**config.mk**
```make
export PLATFORM = sky130hd
export DESIGN_NAME = dmareq_decoder
export DESIGN_NICKNAME = d
export VERILOG_FILES = /design/src/rtl/dmareq_pkg.sv /design/src/rtl/dmareq_frame_rx.sv /design/src/rtl/dmareq_pending_table.sv /design/src/rtl/dmareq_chan_class.sv /design/src/rtl/dmareq_decoder.sv
export SDC_FILE = /design/constraint.sdc
export NUM_CORES = 1
export LEC_CHECK = 0
export CAP_MARGIN = 20
export CORE_UTILIZATION = 65
export CTS_BUF_LIST = sky130_fd_sc_hd__clkbuf_8
export CTS_CLUSTER_DIAMETER = 40
export CTS_CLUSTER_SIZE = 24
export DETAILED_ROUTE_END_ITERATION = 8
export DONT_BUFFER_PORTS = 1
export GPL_ROUTABILITY_DRIVEN = 1
export PLACE_DENSITY = 0.81
export SYNTH_ARGS = -nofsm -noshare
export SYNTH_HDL_FRONTEND = slang
export SYNTH_SLANG_ARGS = --single-unit
```
**constraint.sdc**
```tcl
create_clock -name clk -period 2 [get_ports clk]
set_clock_uncertainty 0.2 [all_clocks]
set_input_delay 0.2 -clock clk [delete_from_list [all_inputs] [get_ports clk]]
set_output_delay 0.2 -clock clk [all_outputs]
set_load 0.01 [all_outputs]
```
**src/rtl/dmareq_pkg.sv**
```systemverilog
package dmareq_pkg;

    localparam int unsigned DEF_NUM_LINES  = 2;
    localparam int unsigned DEF_CHAN_BITS  = 3;
    localparam int unsigned DEF_BM_CHAN    = 4;

    typedef enum logic [2:0] {
        RX_IDLE = 3'd0,
        RX_CHAN = 3'd1,
        RX_ACT  = 3'd2,
        RX_GAP  = 3'd3,
        RX_ERR  = 3'd4
    } rx_state_e;

endpackage

```
**src/rtl/dmareq_frame_rx.sv**
```systemverilog
module dmareq_frame_rx
    import dmareq_pkg::*;
#(
    parameter int unsigned CHAN_BITS = DEF_CHAN_BITS
) (
    input  logic                 clk,
    input  logic                 rst_n,
    input  logic                 line_n,
    output logic                 ev_valid,
    output logic [CHAN_BITS-1:0] ev_chan,
    output logic                 ev_act
);

    localparam int unsigned CNT_W = (CHAN_BITS > 1) ? $clog2(CHAN_BITS) : 1;
    localparam logic [CNT_W-1:0] LAST_BIT = CNT_W'(CHAN_BITS - 1);

    rx_state_e            state_q;
    rx_state_e            state_nx;
    logic [CNT_W-1:0]     bit_cnt_q;
    logic [CHAN_BITS-1:0] chan_sh_q;
    logic                 act_q;

    // next-state decode
    always_comb begin
        state_nx = state_q;
        unique case (state_q)
            RX_IDLE: if (!line_n)              state_nx = RX_CHAN;
            RX_CHAN: if (bit_cnt_q == LAST_BIT) state_nx = RX_ACT;
            RX_ACT:                            state_nx = RX_GAP;
            RX_GAP:  state_nx = line_n ? RX_IDLE : RX_ERR;
            RX_ERR:  if (line_n)               state_nx = RX_IDLE;
            default:                           state_nx = RX_IDLE;
        endcase
    end

    // state register
    always_ff @(posedge clk or negedge rst_n) begin
        if (!rst_n) begin
            state_q <= RX_IDLE;
        end else begin
            state_q <= state_nx;
        end
    end

    // frame datapath
    always_ff @(posedge clk or negedge rst_n) begin
        if (!rst_n) begin
            bit_cnt_q <= '0;
            chan_sh_q <= '0;
            act_q     <= 1'b0;
        end else begin
            unique case (state_q)
                RX_IDLE: bit_cnt_q <= '0;
                RX_CHAN: begin
                    chan_sh_q <= CHAN_BITS'({chan_sh_q, line_n});
                    bit_cnt_q <= bit_cnt_q + 1'b1;
                end
                RX_ACT:  act_q <= line_n;
                RX_GAP, RX_ERR: ;
                default: ;
            endcase
        end
    end

    // outputs
    always_comb begin
        ev_valid = (state_q == RX_GAP) && line_n;
        ev_chan  = chan_sh_q;
        ev_act   = act_q;
    end

endmodule

```
**src/rtl/dmareq_pending_table.sv**
```systemverilog
module dmareq_pending_table #(
    parameter int unsigned NUM_LINES = 2,
    parameter int unsigned CHAN_BITS = 3,
    localparam int unsigned NUM_CHAN = 1 << CHAN_BITS
) (
    input  logic                                clk,
    input  logic                                rst_n,
    input  logic [NUM_LINES-1:0]                ev_valid,
    input  logic [NUM_LINES-1:0][CHAN_BITS-1:0] ev_chan,
    input  logic [NUM_LINES-1:0]                ev_act,
    input  logic                                svc_ack,
    input  logic [CHAN_BITS-1:0]                svc_chan,
    output logic [NUM_CHAN-1:0]                 pending
);

    logic [NUM_CHAN-1:0] set_hit;
    logic [NUM_CHAN-1:0] clr_hit;
    logic [NUM_CHAN-1:0] pend_nx;

    always_comb begin
        set_hit = '0;
        clr_hit = '0;
        for (int l = 0; l < NUM_LINES; l++) begin
            if (ev_valid[l]) begin
                if (ev_act[l]) set_hit[ev_chan[l]] = 1'b1;
                else           clr_hit[ev_chan[l]] = 1'b1;
            end
        end
        if (svc_ack) clr_hit[svc_chan] = 1'b1;
    end

    // set has priority over any clear source
    for (genvar c = 0; c < NUM_CHAN; c++) begin : g_chan
        assign pend_nx[c] = set_hit[c] | (pending[c] & ~clr_hit[c]);
    end

    always_ff @(posedge clk or negedge rst_n) begin
        if (!rst_n) pending <= '0;
        else        pending <= pend_nx;
    end

endmodule

```
**src/rtl/dmareq_chan_class.sv**
```systemverilog
module dmareq_chan_class #(
    parameter int unsigned NUM_CHAN = 8,
    parameter int unsigned BM_CHAN  = 4
) (
    input  logic [NUM_CHAN-1:0] pending,
    output logic [NUM_CHAN-1:0] pend_narrow,
    output logic [NUM_CHAN-1:0] pend_wide,
    output logic                busmaster_req
);

    for (genvar c = 0; c < NUM_CHAN; c++) begin : g_cls
        if (c < BM_CHAN) begin : g_narrow
            assign pend_narrow[c] = pending[c];
            assign pend_wide[c]   = 1'b0;
        end else if (c > BM_CHAN) begin : g_wide
            assign pend_narrow[c] = 1'b0;
            assign pend_wide[c]   = pending[c];
        end else begin : g_bm
            assign pend_narrow[c] = 1'b0;
            assign pend_wide[c]   = 1'b0;
            assign busmaster_req  = pending[c];
        end
    end

endmodule

```
**src/rtl/dmareq_decoder.sv**
```systemverilog
module dmareq_decoder
    import dmareq_pkg::*;
#(
    parameter int unsigned NUM_LINES = DEF_NUM_LINES,
    parameter int unsigned CHAN_BITS = DEF_CHAN_BITS,
    parameter int unsigned BM_CHAN   = DEF_BM_CHAN,
    localparam int unsigned NUM_CHAN = 1 << CHAN_BITS
) (
    input  logic                 clk,
    input  logic                 rst_n,
    input  logic [NUM_LINES-1:0] req_line_n,
    input  logic                 svc_ack,
    input  logic [CHAN_BITS-1:0] svc_chan,
    output logic [NUM_CHAN-1:0]  pending,
    output logic [NUM_CHAN-1:0]  pend_narrow,
    output logic [NUM_CHAN-1:0]  pend_wide,
    output logic                 busmaster_req
);

    logic [NUM_LINES-1:0]                ev_valid;
    logic [NUM_LINES-1:0][CHAN_BITS-1:0] ev_chan;
    logic [NUM_LINES-1:0]                ev_act;

    for (genvar l = 0; l < NUM_LINES; l++) begin : g_rx
        dmareq_frame_rx #(
            .CHAN_BITS (CHAN_BITS)
        ) u_rx (
            .clk      (clk),
            .rst_n    (rst_n),
            .line_n   (req_line_n[l]),
            .ev_valid (ev_valid[l]),
            .ev_chan  (ev_chan[l]),
            .ev_act   (ev_act[l])
        );
    end

    dmareq_pending_table #(
        .NUM_LINES (NUM_LINES),
        .CHAN_BITS (CHAN_BITS)
    ) u_table (
        .clk      (clk),
        .rst_n    (rst_n),
        .ev_valid (ev_valid),
        .ev_chan  (ev_chan),
        .ev_act   (ev_act),
        .svc_ack  (svc_ack),
        .svc_chan (svc_chan),
        .pending  (pending)
    );

    dmareq_chan_class #(
        .NUM_CHAN (NUM_CHAN),
        .BM_CHAN  (BM_CHAN)
    ) u_class (
        .pending       (pending),
        .pend_narrow   (pend_narrow),
        .pend_wide     (pend_wide),
        .busmaster_req (busmaster_req)
    );

endmodule

```
==> run metrics <==
Tightest Hold Check Type=in -> reg; synth warn=0; Worst R2R Setup Slack=0.20 ns; Syn-to-layout area delta=-0.565%; Pre-antenna DRT Iters=4; total internal power=1.29 mW; Post-synth EDFFs=0; commonest cells in the synthesized netlist=dfrtp_1, buf_4, nand3_1; crit path from=g_rx[1].u_rx.state_q[2]$_DFFE_PN0P_; overall power=2.18 mW; clock share of power=0.152; crit path buf inv count=0; ys flop type=dfrtp_1; Reg power frac=0.527; site row count=17; Leakage Power=0.676 nW; Top Ports=33; share of layout cells above drive strength 1=0.143; worst r2r path cells=4; CP peak stage delay=0.49 ns; Switching Fraction=0.410; worst-path maximum fanout=12; Starting Density=0.694; CP Launch Type=flip-flop; min Tclk post-route=1.80 ns; Avg Cell Area, Syn=9.57 sq um; Critical R2R Capture=u_table.pending[0]$_DFF_PN0_; number of synthesized register bits=26; Clock Latency Late Sink=0.26 ns; Combinational Power Share=0.321; CP max-delay cell=dfrtp_1; max-slew violations=0; grt ovf=0; leading area contributor after synthesis=dfrtp_1; Syn Inst Count=162; critical path cell sequence=nand4b_1 -> nor4_1 -> a211o_2 -> nand2_1; ys async rst share=1.00; required time of the critical path=1.96 ns; CTS Buf Count=3; Initial DRC Count=23; Vias=1130; CTS root buffer=clkbuf_8; Final period util=0.900; Die Wd=50.8 microns; critical path arrival=1.76 ns; worst vdd rail ir drop=824 uV; PortBufs=0; synthesized cell area=1550 sq um; gr usage total=0.243; CTS tree=yes; Yosys cell types=42; ranking of synthesized cells by area=dfrtp_1, buf_4, mux2_2; pwr/cell area=1410 nW/um^2; unrepaired setup endpoints after global routing=no; DRC=0; Clock Path Buffers=2; Routed WL=2730 microns; die area=2580 sq um; Final Hold Viols=0; Clk pin slew, worst setup/hold paths=0.09 ns; # setup viols final=0; vias per inst=6.21; Antenna Nets Post-Route=0; Top delay family on crit path=simple AND/OR/NAND/NOR gates; setup repair bufs after CTS=0; largest net degree at the start of global routing=27; Layout Nets=165; # H-tree levels=1; CP Capture Point=u_table.pending[0]$_DFF_PN0_; Clock Sinks=26; number of global-route vias before repair=1058; Max Freq=556 MHz; core area=2230 sq um; WL per Instance=15.0 microns; sequential share of the synthesized area=0.420; NetSw=0.892 mW; crit end category=flip-flop; outcome=finished, final reports clean; initial antenna violation count=0; Worst-Margin Slew=0.527 ns; most frequent cell after synthesis=dfrtp_1; Die Y=50.8 microns; DP HPWL=1920 microns; crit path kind=reg -> reg; post-synth top area share=0.420; number of stages on the worst setup path=4; Critical R2R Launch=g_rx[1].u_rx.state_q[2]$_DFFE_PN0P_; ANT cells=0; TNS Setup=0 ns; GPL Wtd Cong=0.865; Max-cap violations=0; post_cts resized=0; first-pass GRT wire length=4700 microns; post-layout util=0.690; Max-slew headroom=0.646
stage by stage:
| step | hold slack, ns | setup slack (ns) | cell area (sq um) | cells |
|---|---|---|---|---|
| 2_1_floorplan | -0.296 | 0.411 | 1580 | 170 |
| 3_3_place_gp | -0.295 | 0.331 | 1440 | 174 |
| 3_5_place_dp | -0.295 | 0.293 | 1440 | 174 |
| 4_1_cts | 0.0226 | 0.278 | 1540 | 182 |
| 5_1_grt | 0.0968 | 0.0701 | 1540 | 182 |
| 6_report | 0.0315 | 0.201 | 1540 | 182 |
state kept, by name, indices dropped and copies added (netlist names):
name / cells
u_table.pending: 8
g_rx.u_rx.ev_act: 2
g_rx.u_rx.bit_cnt_q: 4
g_rx.u_rx.ev_chan: 6
g_rx.u_rx.state_q: 6
how the worst min path moves through the flow:
| stage | start | end | slack, ns | cells past startpoint |
|---|---|---|---|---|
| after floorplan | rst_n | g_rx[0].u_rx.bit_cnt_q[0]$_DFFE_PN0P_ | -0.30 | 0 |
| after global placement | rst_n | u_table.pending[2]$_DFF_PN0_ | -0.30 | 0 |
| after detailed placement | rst_n | u_table.pending[0]$_DFF_PN0_ | -0.30 | 0 |
| after CTS | svc_chan[2] | u_table.pending[2]$_DFF_PN0_ | 0.02 | 2 |
| after global routing | svc_chan[2] | u_table.pending[2]$_DFF_PN0_ | 0.1 | 2 |
| final | svc_chan[2] | u_table.pending[2]$_DFF_PN0_ | 0.03 | 2 |
metal layers:
layer,global-route usage,vias up,share of wire
met5,0,-,0
met4,0.102,0,0.011
met3,0.0387,4,0.035
met2,0.404,34,0.50
met1,0.314,543,0.45
li1,-,549,-
worst reg2reg max path, cell delays in order (launching register included):
cell and delay [ns]:
dfrtp_1 0.49, nand4b_1 0.32, nor4_1 0.46, a211o_2 0.18, nand2_1 0.04
cell usage in the layout, fill, tap and decap left out, types with 3 or more instances in the layout:
cell type	n
dfrtp_1	26
nand3_1	13
nand2_1	12
o21ai_0	10
conb_1	9
mux2_2	8
inv_1	7
nor2_1	5
nor3_1	5
a21oi_1	5
nor2b_1	4
clkbuf_8	4
a211o_2	3
nand2b_1	3
and3_2	3
a22oi_1	3
nand4_1	3
dlygate4sd3_1	3
layout make-up:
type                       count  area, sq um
sequential                    26          651
clock buffer                   4         55.1
multi-input combinational    113          724
tap                           28         35.0
fill                         170          692
timing repair buffer           4         50.0
inverter                       7         26.3
cells by family (layout without fill, tap and decap cells):
kind of cell | Yosys count | count (layout) | synth area share
flip-flops | 26 | 26 | 0.420
other | 1 | 9 | 0.00242
AO/OA/AOI/OAI | 32 | 32 | 0.141
buffers and inverters | 31 | 15 | 0.132
adder cells (fa/ha/maj) | 2 | 2 | 0.0161
multiplexers | 8 | 8 | 0.0581
AND/OR/NAND/NOR | 62 | 62 | 0.230
timing repair:
action / in CTS / in global routing
endpoints found under the setup margin: 0 / 0
hold endpoints to repair: 34 / 0
hold buffers: 4 / 0
power groups by stage:
stage | combinational, mW | sequential (mW) | clock, mW
after global routing | 0.800 | 1.20 | 0.367
after detailed placement | 0.671 | 1.15 | 0
after CTS | 0.696 | 1.14 | 0.344
after global placement | 0.645 | 1.14 | 0
final | 0.698 | 1.15 | 0.332
after floorplan | 0.844 | 0.963 | 0
Note: power is estimated with default switching activity, not from simulation.
